===== src/rtl/qirq_pkg.sv =====
package qirq_pkg;

  // Condition codes for the lower-group select fields
  typedef enum logic [2:0] {
    SRC_E      = 3'd0,
    SRC_NE     = 3'd1,
    SRC_NF     = 3'd2,
    SRC_F      = 3'd3,
    SRC_NOT_E  = 3'd4,
    SRC_NOT_NE = 3'd5,
    SRC_NOT_NF = 3'd6,
    SRC_NOT_F  = 3'd7
  } qsrc_e;

  function automatic logic src_pick(input logic [2:0] code, input logic e,
                                    input logic ne, input logic nf, input logic f);
    logic v;
    case (qsrc_e'(code))
      SRC_E,  SRC_NOT_E:  v = e;
      SRC_NE, SRC_NOT_NE: v = ne;
      SRC_NF, SRC_NOT_NF: v = nf;
      default:            v = f;
    endcase
    return code[2] ? ~v : v;
  endfunction

endpackage


===== src/rtl/qirq_srcsel.sv =====
module qirq_srcsel
  import qirq_pkg::*;
#(
  parameter int DATA_W = 32,
  parameter int ADDR_W = 4
) (
  input  logic              clk,
  input  logic              rst_n,
  input  logic              wr_en,
  input  logic [ADDR_W-1:0] addr,
  input  logic [DATA_W-1:0] wdata,
  input  logic [DATA_W-1:0] e,
  input  logic [DATA_W-1:0] ne,
  input  logic [DATA_W-1:0] nf,
  input  logic [DATA_W-1:0] f,
  output logic [DATA_W-1:0] cond,
  output logic [DATA_W-1:0] rd_data
);
  localparam int FLD_W  = 4;
  localparam int CODE_W = 3;
  localparam int QPR    = DATA_W / FLD_W;

  logic [CODE_W-1:0] sel_q  [DATA_W];
  logic [CODE_W-1:0] sel_d  [DATA_W];
  logic [DATA_W-1:0] sel_we;

  // next state: field bit 3 is never stored
  always_comb begin
    for (int q = 0; q < DATA_W; q++) begin
      sel_we[q] = wr_en && (addr == ADDR_W'(q / QPR));
      sel_d[q]  = wdata[(q % QPR) * FLD_W +: CODE_W];
    end
  end

  always_ff @(posedge clk or negedge rst_n) begin
    if (!rst_n) begin
      for (int q = 0; q < DATA_W; q++) sel_q[q] <= '0;
    end else begin
      for (int q = 0; q < DATA_W; q++)
        if (sel_we[q]) sel_q[q] <= sel_d[q];
    end
  end

  for (genvar q = 0; q < DATA_W; q++) begin : g_cond
    assign cond[q] = src_pick(sel_q[q], e[q], ne[q], nf[q], f[q]);
  end

  always_comb begin
    rd_data = '0;
    for (int q = 0; q < DATA_W; q++)
      if (addr == ADDR_W'(q / QPR))
        rd_data[(q % QPR) * FLD_W +: CODE_W] = sel_q[q];
  end

endmodule


===== src/rtl/qirq_group.sv =====
module qirq_group #(
  parameter int DATA_W  = 32,
  parameter int ADDR_W  = 4,
  parameter int EN_ADDR = 4,
  parameter int ST_ADDR = 6
) (
  input  logic              clk,
  input  logic              rst_n,
  input  logic              wr_en,
  input  logic [ADDR_W-1:0] addr,
  input  logic [DATA_W-1:0] wdata,
  input  logic [DATA_W-1:0] cond,
  output logic [DATA_W-1:0] rd_data,
  output logic              irq
);
  logic [DATA_W-1:0] en_q, prev_q, stat_q, stat_d;
  logic [DATA_W-1:0] clr_mask, rise_en;
  logic              en_we, stat_we;

  always_comb begin
    en_we    = wr_en && (addr == ADDR_W'(EN_ADDR));
    clr_mask = (wr_en && (addr == ADDR_W'(ST_ADDR))) ? wdata : '0;
    rise_en  = cond & ~prev_q & en_q;
    stat_d   = (stat_q & ~clr_mask) | rise_en;   // set dominates clear
    stat_we  = (|clr_mask) | (|rise_en);
  end

  always_ff @(posedge clk or negedge rst_n) begin
    if (!rst_n) begin
      en_q   <= '0;
      prev_q <= '0;
      stat_q <= '0;
    end else begin
      prev_q <= cond;
      if (en_we)   en_q   <= wdata;
      if (stat_we) stat_q <= stat_d;
    end
  end

  always_comb begin
    if (addr == ADDR_W'(EN_ADDR))      rd_data = en_q;
    else if (addr == ADDR_W'(ST_ADDR)) rd_data = stat_q;
    else                               rd_data = '0;
  end

  assign irq = |stat_q;

  // an enabled rising condition sets its bit
  a_r5_set_on_edge: assert property (@(posedge clk) disable iff (!rst_n)
    (rise_en != '0) |=> ((stat_q & $past(rise_en)) == $past(rise_en)));

  // no bit becomes set without an enabled rising condition
  a_r5_no_spurious: assert property (@(posedge clk) disable iff (!rst_n)
    ((stat_q & ~$past(stat_q) & ~$past(rise_en)) == '0));

  // a set bit drops only through a software clear
  a_r6_sticky: assert property (@(posedge clk) disable iff (!rst_n)
    ((~stat_q & $past(stat_q) & ~$past(clr_mask)) == '0));

  // cleared bits without a coincident set read 0
  a_r7_clear: assert property (@(posedge clk) disable iff (!rst_n)
    (clr_mask != '0) |=> ((stat_q & $past(clr_mask & ~rise_en)) == '0));

  // set wins over a clear on the same bit
  a_r8_set_wins: assert property (@(posedge clk) disable iff (!rst_n)
    ((clr_mask & rise_en) != '0) |=>
      ((stat_q & $past(clr_mask & rise_en)) == $past(clr_mask & rise_en)));

  // enable register takes the written value
  a_r10_en_write: assert property (@(posedge clk) disable iff (!rst_n)
    en_we |=> (en_q == $past(wdata)));

endmodule


===== src/rtl/qcond_irq_gen.sv =====
module qcond_irq_gen #(
  parameter int DATA_W = 32,
  parameter int ADDR_W = 4
) (
  input  logic              clk,
  input  logic              rst_n,
  input  logic              bus_wr,
  input  logic [ADDR_W-1:0] bus_addr,
  input  logic [DATA_W-1:0] bus_wdata,
  output logic [DATA_W-1:0] bus_rdata,
  input  logic [DATA_W-1:0] lo_e,
  input  logic [DATA_W-1:0] lo_ne,
  input  logic [DATA_W-1:0] lo_nf,
  input  logic [DATA_W-1:0] lo_f,
  input  logic [DATA_W-1:0] hi_ne,
  output logic              irq_lo,
  output logic              irq_hi
);
  localparam int QPR      = DATA_W / 4;
  localparam int NSEL     = DATA_W / QPR;
  localparam int A_EN_LO  = NSEL;
  localparam int A_EN_HI  = NSEL + 1;
  localparam int A_ST_LO  = NSEL + 2;
  localparam int A_ST_HI  = NSEL + 3;

  // reset: asserted asynchronously, released on the clock
  logic [1:0] rst_sync_q;
  logic       rst_int_n;

  always_ff @(posedge clk or negedge rst_n) begin
    if (!rst_n) rst_sync_q <= '0;
    else        rst_sync_q <= {rst_sync_q[0], 1'b1};
  end
  assign rst_int_n = rst_sync_q[1];

  logic [DATA_W-1:0] cond_lo, rd_sel, rd_lo, rd_hi;

  qirq_srcsel #(.DATA_W(DATA_W), .ADDR_W(ADDR_W)) u_sel (
    .clk(clk), .rst_n(rst_int_n), .wr_en(bus_wr), .addr(bus_addr),
    .wdata(bus_wdata), .e(lo_e), .ne(lo_ne), .nf(lo_nf), .f(lo_f),
    .cond(cond_lo), .rd_data(rd_sel)
  );

  qirq_group #(.DATA_W(DATA_W), .ADDR_W(ADDR_W),
               .EN_ADDR(A_EN_LO), .ST_ADDR(A_ST_LO)) u_lo (
    .clk(clk), .rst_n(rst_int_n), .wr_en(bus_wr), .addr(bus_addr),
    .wdata(bus_wdata), .cond(cond_lo), .rd_data(rd_lo), .irq(irq_lo)
  );

  // upper queues: source fixed to nearly-empty
  qirq_group #(.DATA_W(DATA_W), .ADDR_W(ADDR_W),
               .EN_ADDR(A_EN_HI), .ST_ADDR(A_ST_HI)) u_hi (
    .clk(clk), .rst_n(rst_int_n), .wr_en(bus_wr), .addr(bus_addr),
    .wdata(bus_wdata), .cond(hi_ne), .rd_data(rd_hi), .irq(irq_hi)
  );

  assign bus_rdata = rd_sel | rd_lo | rd_hi;

endmodule


===== config.mk =====
export PLATFORM = sky130hd
export DESIGN_NAME = qcond_irq_gen
export DESIGN_NICKNAME = d
export VERILOG_FILES = /design/src/rtl/qirq_pkg.sv /design/src/rtl/qirq_srcsel.sv /design/src/rtl/qirq_group.sv /design/src/rtl/qcond_irq_gen.sv
export SDC_FILE = /design/constraint.sdc
export NUM_CORES = 1
export LEC_CHECK = 0
export ABC_AREA = 1
export BUFFER_PORTS_ARGS = -buffer_cell sky130_fd_sc_hd__buf_2
export CAP_MARGIN = 20
export CORE_MARGIN = 2
export CORE_UTILIZATION = 54
export CTS_CLUSTER_SIZE = 16
export DETAILED_ROUTE_END_ITERATION = 6
export PLACE_DENSITY_LB_ADDON = 0.08
export SLEW_MARGIN = 30
export SYNTH_ARGS = -nofsm -noshare
export SYNTH_HDL_FRONTEND = slang
export SYNTH_SLANG_ARGS = --single-unit

===== constraint.sdc =====
create_clock -name clk -period 10 [get_ports clk]
set_clock_uncertainty 0.15 [all_clocks]
set_input_delay 0.5 -clock clk [delete_from_list [all_inputs] [get_ports clk]]
set_output_delay 0.5 -clock clk [all_outputs]
set_load 0.02 [all_outputs]

==> summary.txt, run 1 <==
async set-reset flop share out of synthesis: 100.0%
R2R Path End: u_lo.en_q[25]
Hold Fails Final Rpt: 0
worst relative slew slack: 36.22%
setup TNS: 0 ns
Max Buffers Root-to-Sink: 3
RSZ-0062 raised after global routing: no
Syn Nets: 2088
area delta synth->final: 19.15%
area share of fa/ha/maj cells after synthesis: 0%
initial antenna violation count: 1
library cells used by synthesis: 23
design area: 0.01683 mm^2
Die H: 165.8 um
clock slew at reported path FFs: 0.06 ns
antenna cells: 0
sequential share of the synthesized area: 51.36%
maximum number of pins on one net before global-route repair: 78
drt initial violations: 1485
number of buffers created by CTS: 31
antenna viol nets, final: 0
Min-Delay Endpoint: u_lo.stat_q[30]
clk_lat worst skew: 0.55 ns
Final Setup Violations: 0
number of global-route vias before repair: 12820
GP Congestion: 0.9350
Net Sw Frac: 33.30%
critical path class: primary input to primary output
Reg2Reg Launch Point: rst_sync_q[1]
# nets final: 2333
min-delay src: bus_wdata[30]
post-synthesis xor/xnor area fraction: 0%
Cells after Synth: 1889
CTS-repair resized insts: 0
die width: 165.8 um
Crit path required time: 9.35 ns
crit path max fanout: 54
Flop pwr share: 48.2%
Overflow after GRT: 0
Post-DP Area: 0.01552 mm^2
status: completed
Post-synth EDFFs: 0
IO Port Bufs: 232
Routed Wire Length: 47.49 mm
Final Cycle Share: 34.90%
most frequent cells in the layout: 607 x nand2_1, 289 x dfrtp_1, 257 x nand3_1
hold bufs inserted after CTS: 33
Synth Area in Simple Gates: 32.27%
post-synth top area share: 51.36%
Ys Warns: 0
synthesized area: 0.01413 mm^2
Synth Register Bits: 290
Crit path arrival time: 2.84 ns
fin crit period: 3.490 ns
CTS root buf: clkbuf_16
min-delay worst type: primary input to flop
htree depth: 1
r2r setup slk: 6.89 ns
Non-Filler Instances: 2489
DP HPWL: 33.76 mm
multiplexer share of the synthesized area: 0%
placed insts: 2403
number of cell rows: 59
DRT Pass-1 Iters: 5
Vias: 13610
maximum vdd drop: 0.0001538 V
Residual DRC: 0
fin. max-slew vios: 0
clock network fraction of design power: 31.0%
Max Freq: 286.5 MHz
Compound-Gate Fraction of Synth Area: 8.537%
largest family of logic cells by synthesized area: simple AND/OR/NAND/NOR gates
initial cell density of the core: 54.68%
core area: 0.02584 mm^2
Switch Pwr: 1186 uW
setup bufs post-CTS: 0
Die ar.: 0.02747 mm^2
static leakage: 0.008570 uW
layout cell share with drive strength beyond 1: 14.62%
most common cell after layout, fill and taps aside: nand2_1
Cells on Worst Hold Path: 4
Cell Int Power: 2374 uW
power per cell area: 211.5 mW/mm^2
Max-Cap Viols: 0
vias per cell: 5.468
clock sinks: 290
Post-synth top flop: dfrtp_1
Mapped Avg Cell Area: 7.479 um^2
I/O pins: 233
dominant cell type by area after synthesis: dfrtp_1
startpoint types: primary input
CTS tree: built
R2R cell count: 3
first-pass GRT wire length: 72.86 mm
top cells by area, synth: dfrtp_1 51%, nand2_1 16%, nand3_1 9.2%
Critical Path Sink Type: primary output
global-route usage over all layers: 34.16%
Least-Margin Pin Slew: 0.9557 ns
Routed WL per cell: 19.08 um
combinational power share: 20.8%
==> cell usage after synthesis (2+ instances only) <==
cell type and n:
nand2_1 608, dfrtp_1 290, nand3_1 259, inv_1 202, nor2_1 164, o21ai_1 129, o21ai_0 112, buf_2 39
and2_1 21, clkbuf_1 20, nand4_1 16, buf_4 6, nor2_2 5, buf_1 3, inv_2 3, nand2_2 2
nand2_4 2, nand3b_1 2, nor2_4 2
==> metal layers <==
| layer | routed length, um | vias up | track usage, % | part of all wire [%] |
|---|---|---|---|---|
| met5 | 0 | - | 0 | 0 |
| met4 | 1030 | 0 | 8.355 | 2.2 |
| met3 | 4538 | 66 | 6.316 | 9.6 |
| met2 | 21420 | 591 | 53.47 | 45 |
| met1 | 20500 | 6451 | 49.80 | 43 |
| li1 | - | 6502 | - | - |
==> state kept, by name, summed over array words and instances, names as in the netlist <==
signal,flops
u_sel.sel_q,96
u_hi.en_q,32
u_hi.prev_q,32
u_hi.stat_q,32
u_lo.en_q,32
u_lo.prev_q,32
u_lo.stat_q,32
rst_sync_q,2
==> worst max path at each step <==
| stage | endpoint | from | slack (ns) | depth (start not counted) |
|---|---|---|---|---|
| floorplan | u_hi.en_q[0] | rst_sync_q[1] | 1.17 | 0 |
| global placement | bus_rdata[12] | bus_addr[3] | 6.46 | 8 |
| detailed placement | bus_rdata[14] | bus_addr[3] | 6.62 | 8 |
| CTS | bus_rdata[14] | bus_addr[3] | 6.61 | 8 |
| global route | bus_rdata[17] | bus_addr[3] | 6.44 | 8 |
| finish | bus_rdata[14] | bus_addr[3] | 6.51 | 8 |
==> final cells by class <==
type	count	area [um^2]
clock buffer	47	935.9
clock inverter	6	32.53
fill	2347	9004
inverter	206	775.7
multi-input combinational	1325	5802
sequential	290	7261
tap	335	419.2
timing repair buffer	280	1608
==> metrics by stage <==
| stage | util, % | worst slack [ns] | power (uW) | hold slack (ns) |
|---|---|---|---|---|
| after floorplan | - | 1.169 | 2146 | 0.05441 |
| after global placement | 60.04 | 6.457 | 2416 | 0.08032 |
| after detailed placement | 60.08 | 6.621 | 2445 | 0.08285 |
| after CTS | 65.11 | 6.609 | 3553 | 0.04335 |
| after global routing | 65.15 | 6.437 | 3747 | 0.06772 |
| final | 65.15 | 6.510 | 3560 | 0.05475 |
==> critical path, stage by stage <==
cell and delay, ns:
buf_2 0.15, nor2_4 0.10, buf_4 0.58, nand2_1 0.71
o21ai_0 0.37, inv_1 0.06, nand3_1 0.15, buf_2 0.19
==> kinds of logic (layout without fill, tap and decap cells) <==
family	after synthesis	count (layout)
compound gates	241	241
buf+inv	274	539
flops	290	290
other cells	1	1
simple gates	1083	1083
==> power by group through the flow <==
stage               logic (uW)  clock network [uW]  registers, uW
CTS                        736                1110           1710
global route               845                1150           1750
finish                     741                1100           1720
floorplan                  497                   0           1650
global placement           700                   0           1720
detailed placement         721                   0           1720
No activity file was read; power rests on OpenSTA's default activity.
==> inputs of run 2 (changes only) <==
--- a/config.mk
+++ b/config.mk
@@ -9,7 +9,7 @@
 export BUFFER_PORTS_ARGS = -buffer_cell sky130_fd_sc_hd__buf_2
 export CAP_MARGIN = 20
 export CORE_MARGIN = 2
-export CORE_UTILIZATION = 54
+export CORE_UTILIZATION = 51
 export CTS_CLUSTER_SIZE = 16
 export DETAILED_ROUTE_END_ITERATION = 6
 export PLACE_DENSITY_LB_ADDON = 0.08
==> constraint.sdc (replaced) <==
create_clock -name clk -period 2.85 [get_ports clk]
set_clock_uncertainty 0.15 [all_clocks]
set_input_delay 0.1425 -clock clk [delete_from_list [all_inputs] [get_ports clk]]
set_output_delay 0.1425 -clock clk [all_outputs]
set_load 0.02 [all_outputs]
==> run 2 against run 1 <==
Against the previous run: the flow now finishes with violations (hold timing); utilization up 4.0 points; critical path depth up 1; die area up 5.7%; clock-buffer cell count up 3; critical path type is now flop to flop; non-clock buffer count up 172; highest routed layer is now met5; flip-flop and latch count unchanged; clock power rose to 3.9 times the previous value.
==> summary.txt, run 2 (synthesis gave the netlist of run 1 again) <==
global-route usage over all layers: 36.10%
static leakage: 0.009278 uW
die width: 170.4 um
DRT Pass-1 Iters: 6
critical path class: flop to flop
first-pass GRT wire length: 78.72 mm
Min-Delay Endpoint: u_lo.prev_q[1]
Residual DRC: 0
Post-DP Area: 0.01575 mm^2
fin crit period: 2.766 ns
CTS tree: built
Final Cycle Share: 97.06%
antenna cells: 0
CP cell instances: inv_1, nand2_1, nand3_1, dlygate4sd3_1, nand3_1, dlygate4sd3_1, nand3_1, dlygate4sd3_1, nand2_1
clk_lat worst skew: 0.52 ns
layout cell share with drive strength beyond 1: 15.02%
Top reg by flops: u_sel.sel_q
GP Congestion: 0.9584
I/O pins: 233
vias per cell: 5.401
Non-Filler Instances: 2703
fin. max-slew vios: 0
min-delay src: lo_f[1]
Final Setup Violations: 0
Max Buffers Root-to-Sink: 3
Max-Cap Viols: 0
maximum number of pins on one net before global-route repair: 65
R2R Path End: u_lo.stat_q[10]
maximum vdd drop: 0.0005175 V
setup TNS: 0 ns
startpoint types: flop
Final Power: 13440 uW
number of buffers created by CTS: 34
status: finished, violations left
Die ar.: 0.02905 mm^2
drt initial violations: 1761
initial antenna violation count: 1
r2r setup slk: 0.08 ns
# nets final: 2508
final hold slack: -0.05065 ns
most common cell after layout, fill and taps aside: nand2_1
Crit path arrival time: 3.02 ns
Vias: 14600
IO Port Bufs: 232
Largest register FFs: 96
crit path max fanout: 4
Crit path required time: 3.10 ns
Least-Margin Pin Slew: 0.9011 ns
antenna viol nets, final: 0
Routed WL per cell: 19.01 um
Cells on Worst Hold Path: 7
htree depth: 2
number of cell rows: 60
initial cell density of the core: 52.13%
clock sinks: 290
min-delay worst type: primary input to flop
design area: 0.01873 mm^2
number of global-route vias before repair: 13890
Hold Fails Final Rpt: 9
clock slew at reported path FFs: 0.06 ns
Routed Wire Length: 51.38 mm
critical path's largest stage delay: 0.59 ns
most frequent cells in the layout: 608 x nand2_1, 282 x dfrtp_1, 257 x nand3_1
power per cell area: 717.3 mW/mm^2
RSZ-0062 raised after global routing: no
DP HPWL: 35.32 mm
core area: 0.02710 mm^2
area delta synth->final: 32.57%
R2R cell count: 9
Die H: 170.4 um
Overflow after GRT: 0
CTS root buf: clkbuf_16
Reg2Reg Launch Point: u_sel.sel_q[63]
Critical Path Sink Type: flop
Max Freq: 361.5 MHz
worst relative slew slack: 39.78%
Worst path slowest cell: dlygate4sd3_1
placed insts: 2455
violated checks: hold timing
## run 2: timing repair
item / in CTS / in global routing
setup endpoints to repair: 0 / 11
setup buffers: 0 / 8
gates resized for setup: 0 / 11
endpoints found under the hold margin: 263 / 0
hold buffers: 191 / 0
## run 2: metal layers
metal | vias to the layer above | wire length (um) | GRT usage, %
met1 | 6971 | 21890 | 51.86
met3 | 86 | 4631 | 5.744
met5 | - | 13 | 0
met2 | 688 | 23480 | 56.93
met4 | 2 | 1363 | 10.37
li1 | 6853 | - | -
## run 2: how the worst max path moves through the flow
| stage | end | from | slack, ns | cells past startpoint |
|---|---|---|---|---|
| after floorplan | u_hi.en_q[0] | rst_sync_q[1] | -0.19 | 0 |
| after global placement | bus_rdata[10] | bus_addr[1] | 0.76 | 8 |
| after detailed placement | bus_rdata[20] | bus_addr[1] | 0.70 | 8 |
| after CTS | u_lo.stat_q[14] | u_sel.sel_q[51] | 0.02 | 9 |
| after global routing | u_lo.stat_q[10] | u_sel.sel_q[63] | 0.001 | 9 |
| final | u_lo.stat_q[10] | u_sel.sel_q[63] | 0.08 | 9 |
## run 2: cell type report
type	instances	area, um^2
clock buffer	50	1012
clock inverter	8	75.07
fill	2250	8371
inverter	206	775.7
multi-input combinational	1325	5784
sequential	290	7269
tap	372	465.4
timing repair buffer	452	3348
## run 2: through the flow
step / hold WS, ns / util, % / setup WS [ns]
2_1_floorplan: -0.3031 / - / -0.1911
3_3_place_gp: -0.2205 / 58.11 / 0.7554
3_5_place_dp: -0.2198 / 58.11 / 0.7014
4_1_cts: 0.0009481 / 69.17 / 0.02205
5_1_grt: 0.02541 / 69.11 / 0.001348
6_report: -0.05065 / 69.11 / 0.08390
## run 2: report_power, final
group / total [uW] / internal, uW / switching (uW) / leakage, uW
logic: 3050 / 1340 / 1710 / 0.00531
clock network: 4280 / 2550 / 1730 / 0.000541
registers: 6110 / 5120 / 988 / 0.00343
total: 13400 / 9010 / 4420 / 0.00928
## run 2: critical path: cells and delay by family, from the launching register on
kind | cells | cell delay (ns)
buffers and inverters | 4 | 1.79
and+or+nand+nor | 5 | 0.32
DFF | 1 | 0.42
==> inputs of run 3 (changes only) <==
--- a/config.mk
+++ b/config.mk
@@ -5,7 +5,6 @@
 export SDC_FILE = /design/constraint.sdc
 export NUM_CORES = 1
 export LEC_CHECK = 0
-export ABC_AREA = 1
 export BUFFER_PORTS_ARGS = -buffer_cell sky130_fd_sc_hd__buf_2
 export CAP_MARGIN = 20
 export CORE_MARGIN = 2
==> run 3 against run 2 <==
Against the previous run: the run ends with DRC left; first-iteration DRC count down 45%; non-clock buffer count down 81; register-to-register slack better by 0.42 ns; combinational power down 16%; cell area down 10%; critical path type is now flop to primary output; largest power group unchanged; highest routed layer is now met4.
==> summary.txt, run 3 <==
status: finished, violations left
violated checks: DRC
drt initial violations: 968
most frequent cells in the layout: 289 x dfrtp_1, 232 x buf_2, 109 x dlygate4sd3_1
initial antenna violation count: 0
CTS root buf: clkbuf_16
Die H: 163.3 um
multi-input logic area: 0.005306 mm^2
layout cell share with drive strength beyond 1: 35.83%
static leakage: 0.007648 uW
Non-Filler Instances: 1678
final hold slack: 0.01120 ns
synthesized area: 0.01295 mm^2
Least-Margin Pin Slew: 0.6346 ns
number of cell rows: 58
startpoint types: flop
CTS tree: built
dominant cell type by area after synthesis: dfrtp_1
most common cell after layout, fill and taps aside: dfrtp_1
Final Cycle Share: 91.43%
Mapped Avg Cell Area: 13.40 um^2
die width: 163.3 um
RSZ-0062 raised after global routing: no
power per cell area: 789.2 mW/mm^2
first-pass GRT wire length: 59.48 mm
initial cell density of the core: 51.71%
critical path class: flop to primary output
Crit path required time: 2.56 ns
core area: 0.02504 mm^2
Synth Register Bits: 290
Max Buffers Root-to-Sink: 3
fin crit period: 2.606 ns
number of buffers created by CTS: 34
Hold Fails Final Rpt: 0
DRT Pass-1 Iters: 7
Critical Path Sink Type: primary output
htree depth: 2
Post-synth top flop: dfrtp_1
Largest register FFs: 96
setup bufs post-CTS: 0
most frequent cell after synthesis: dfrtp_1
Crit path arrival time: 2.31 ns
library cells used by synthesis: 38
Die ar.: 0.02668 mm^2
Post-synth EDFFs: 0
Residual DRC: 6
Routed Wire Length: 39.12 mm
CTS-repair resized insts: 0
async set-reset flop share out of synthesis: 100.0%
worst relative slew slack: 57.30%
Final Setup Violations: 0
clk_lat worst skew: 0.51 ns
Ys Warns: 0
GP Congestion: 0.8287
antenna cells: 0
sequential share of the synthesized area: 56.05%
fin. max-slew vios: 0
number of global-route vias before repair: 10180
Cells after Synth: 966
# nets final: 1521
register area: 0.007261 mm^2
Syn Nets: 1165
clock sinks: 290
fillers: 1888
maximum number of pins on one net before global-route repair: 90
maximum vdd drop: 0.0004735 V
post-synth top area share: 56.05%
Max Freq: 383.8 MHz
Top reg by flops: u_sel.sel_q
top cells by area, synth: dfrtp_1 56%, mux2_2 8.7%, mux4_2 5.6%
placed insts: 1507
DP HPWL: 26.33 mm
Vias: 9926
Max-Cap Viols: 0
Routed WL per cell: 23.31 um
min-delay worst type: primary input to flop
Post-synth top cells: 290 x dfrtp_1, 105 x nand2_1, 100 x mux2_2
area delta synth->final: 30.19%
clock slew at reported path FFs: 0.06 ns
Post-Route Utilization: 67.33%
vias per cell: 5.915
crit path max fanout: 3
global-route usage over all layers: 29.90%
Overflow after GRT: 0
I/O pins: 233
antenna viol nets, final: 0
IO Port Bufs: 232
[run 3: final cells by class]
| type | count | share of cell area, % |
|---|---|---|
| clock inverter | 9 | 0.6161 |
| timing repair buffer | 371 | 15.14 |
| clock buffer | 53 | 6.502 |
| inverter | 33 | 0.7349 |
| tap | 330 | 2.450 |
| multi-input combinational | 592 | 31.48 |
| sequential | 290 | 43.07 |
[run 3: final timing paths]
| check | cells past startpoint | slack [ns] | from | endpoint |
|---|---|---|---|---|
| setup / recovery | 4 | 0.24 | u_lo.stat_q[6] | irq_lo |
| hold / removal | 3 | 0.01 | lo_e[26] | u_lo.prev_q[26] |
| setup reg to reg | 4 | 0.50 | u_sel.sel_q[6] | u_lo.stat_q[29] |
| hold reg to reg | 0 | 0.13 | rst_sync_q[1] | u_hi.prev_q[9] |
| max in group asynchronous | 1 | 1.57 | rst_sync_q[1] | u_hi.stat_q[31] |
| min in group asynchronous | 0 | 0.13 | rst_sync_q[1] | u_hi.prev_q[9] |
[run 3: logic make-up after synthesis]
group	after synthesis	share of synthesized area, %
xor+xnor	32	2.165
mux	216	21.92
other cells	1	0.02896
flops	290	56.05
buf+inv	84	3.121
simple gates	223	7.973
compound gates	120	8.746
[run 3: metrics by stage]
step / setup WS, ns / cell area (um^2) / TNS [ns] / total power (uW)
5_1_grt: 0.2643 / 16860 / 0 / 13870
3_5_place_dp: 0.4921 / 14560 / 0 / 8598
6_report: 0.2444 / 16860 / 0 / 13300
4_1_cts: 0.2865 / 16850 / 0 / 13350
3_3_place_gp: 0.5376 / 14560 / 0 / 8522
2_1_floorplan: -0.1911 / 12950 / -55.04 / 7513
[run 3: what timing repair did]
item	in CTS	in global routing
endpoints found under the setup margin	0	0
hold endpoints to repair	279	0
hold buffers	109	0
[run 3: per-layer routing]
| metal | global-route usage, % | part of all wire [%] | vias to the layer above | wire, um |
|---|---|---|---|---|
| li1 | - | - | 4368 | - |
| met1 | 42.81 | 44 | 5085 | 17080 |
| met2 | 47.43 | 47 | 410 | 18290 |
| met3 | 4.418 | 6.7 | 63 | 2603 |
| met4 | 9.614 | 2.9 | 0 | 1140 |
| met5 | 0 | 0 | - | 0 |
[run 3: critical path: stages, from the launching register on]
cell and delay, ns:
dfrtp_1 0.41, nor4_1 0.57, nand4_1 0.28, or2_2 0.38, buf_2 0.17
[run 3: power by group]
part	internal (uW)	switching (uW)	leakage, uW
clock network	2830	1700	0.000595
registers	5210	1000	0.00336
logic	1420	1130	0.00370
total	9470	3830	0.00765
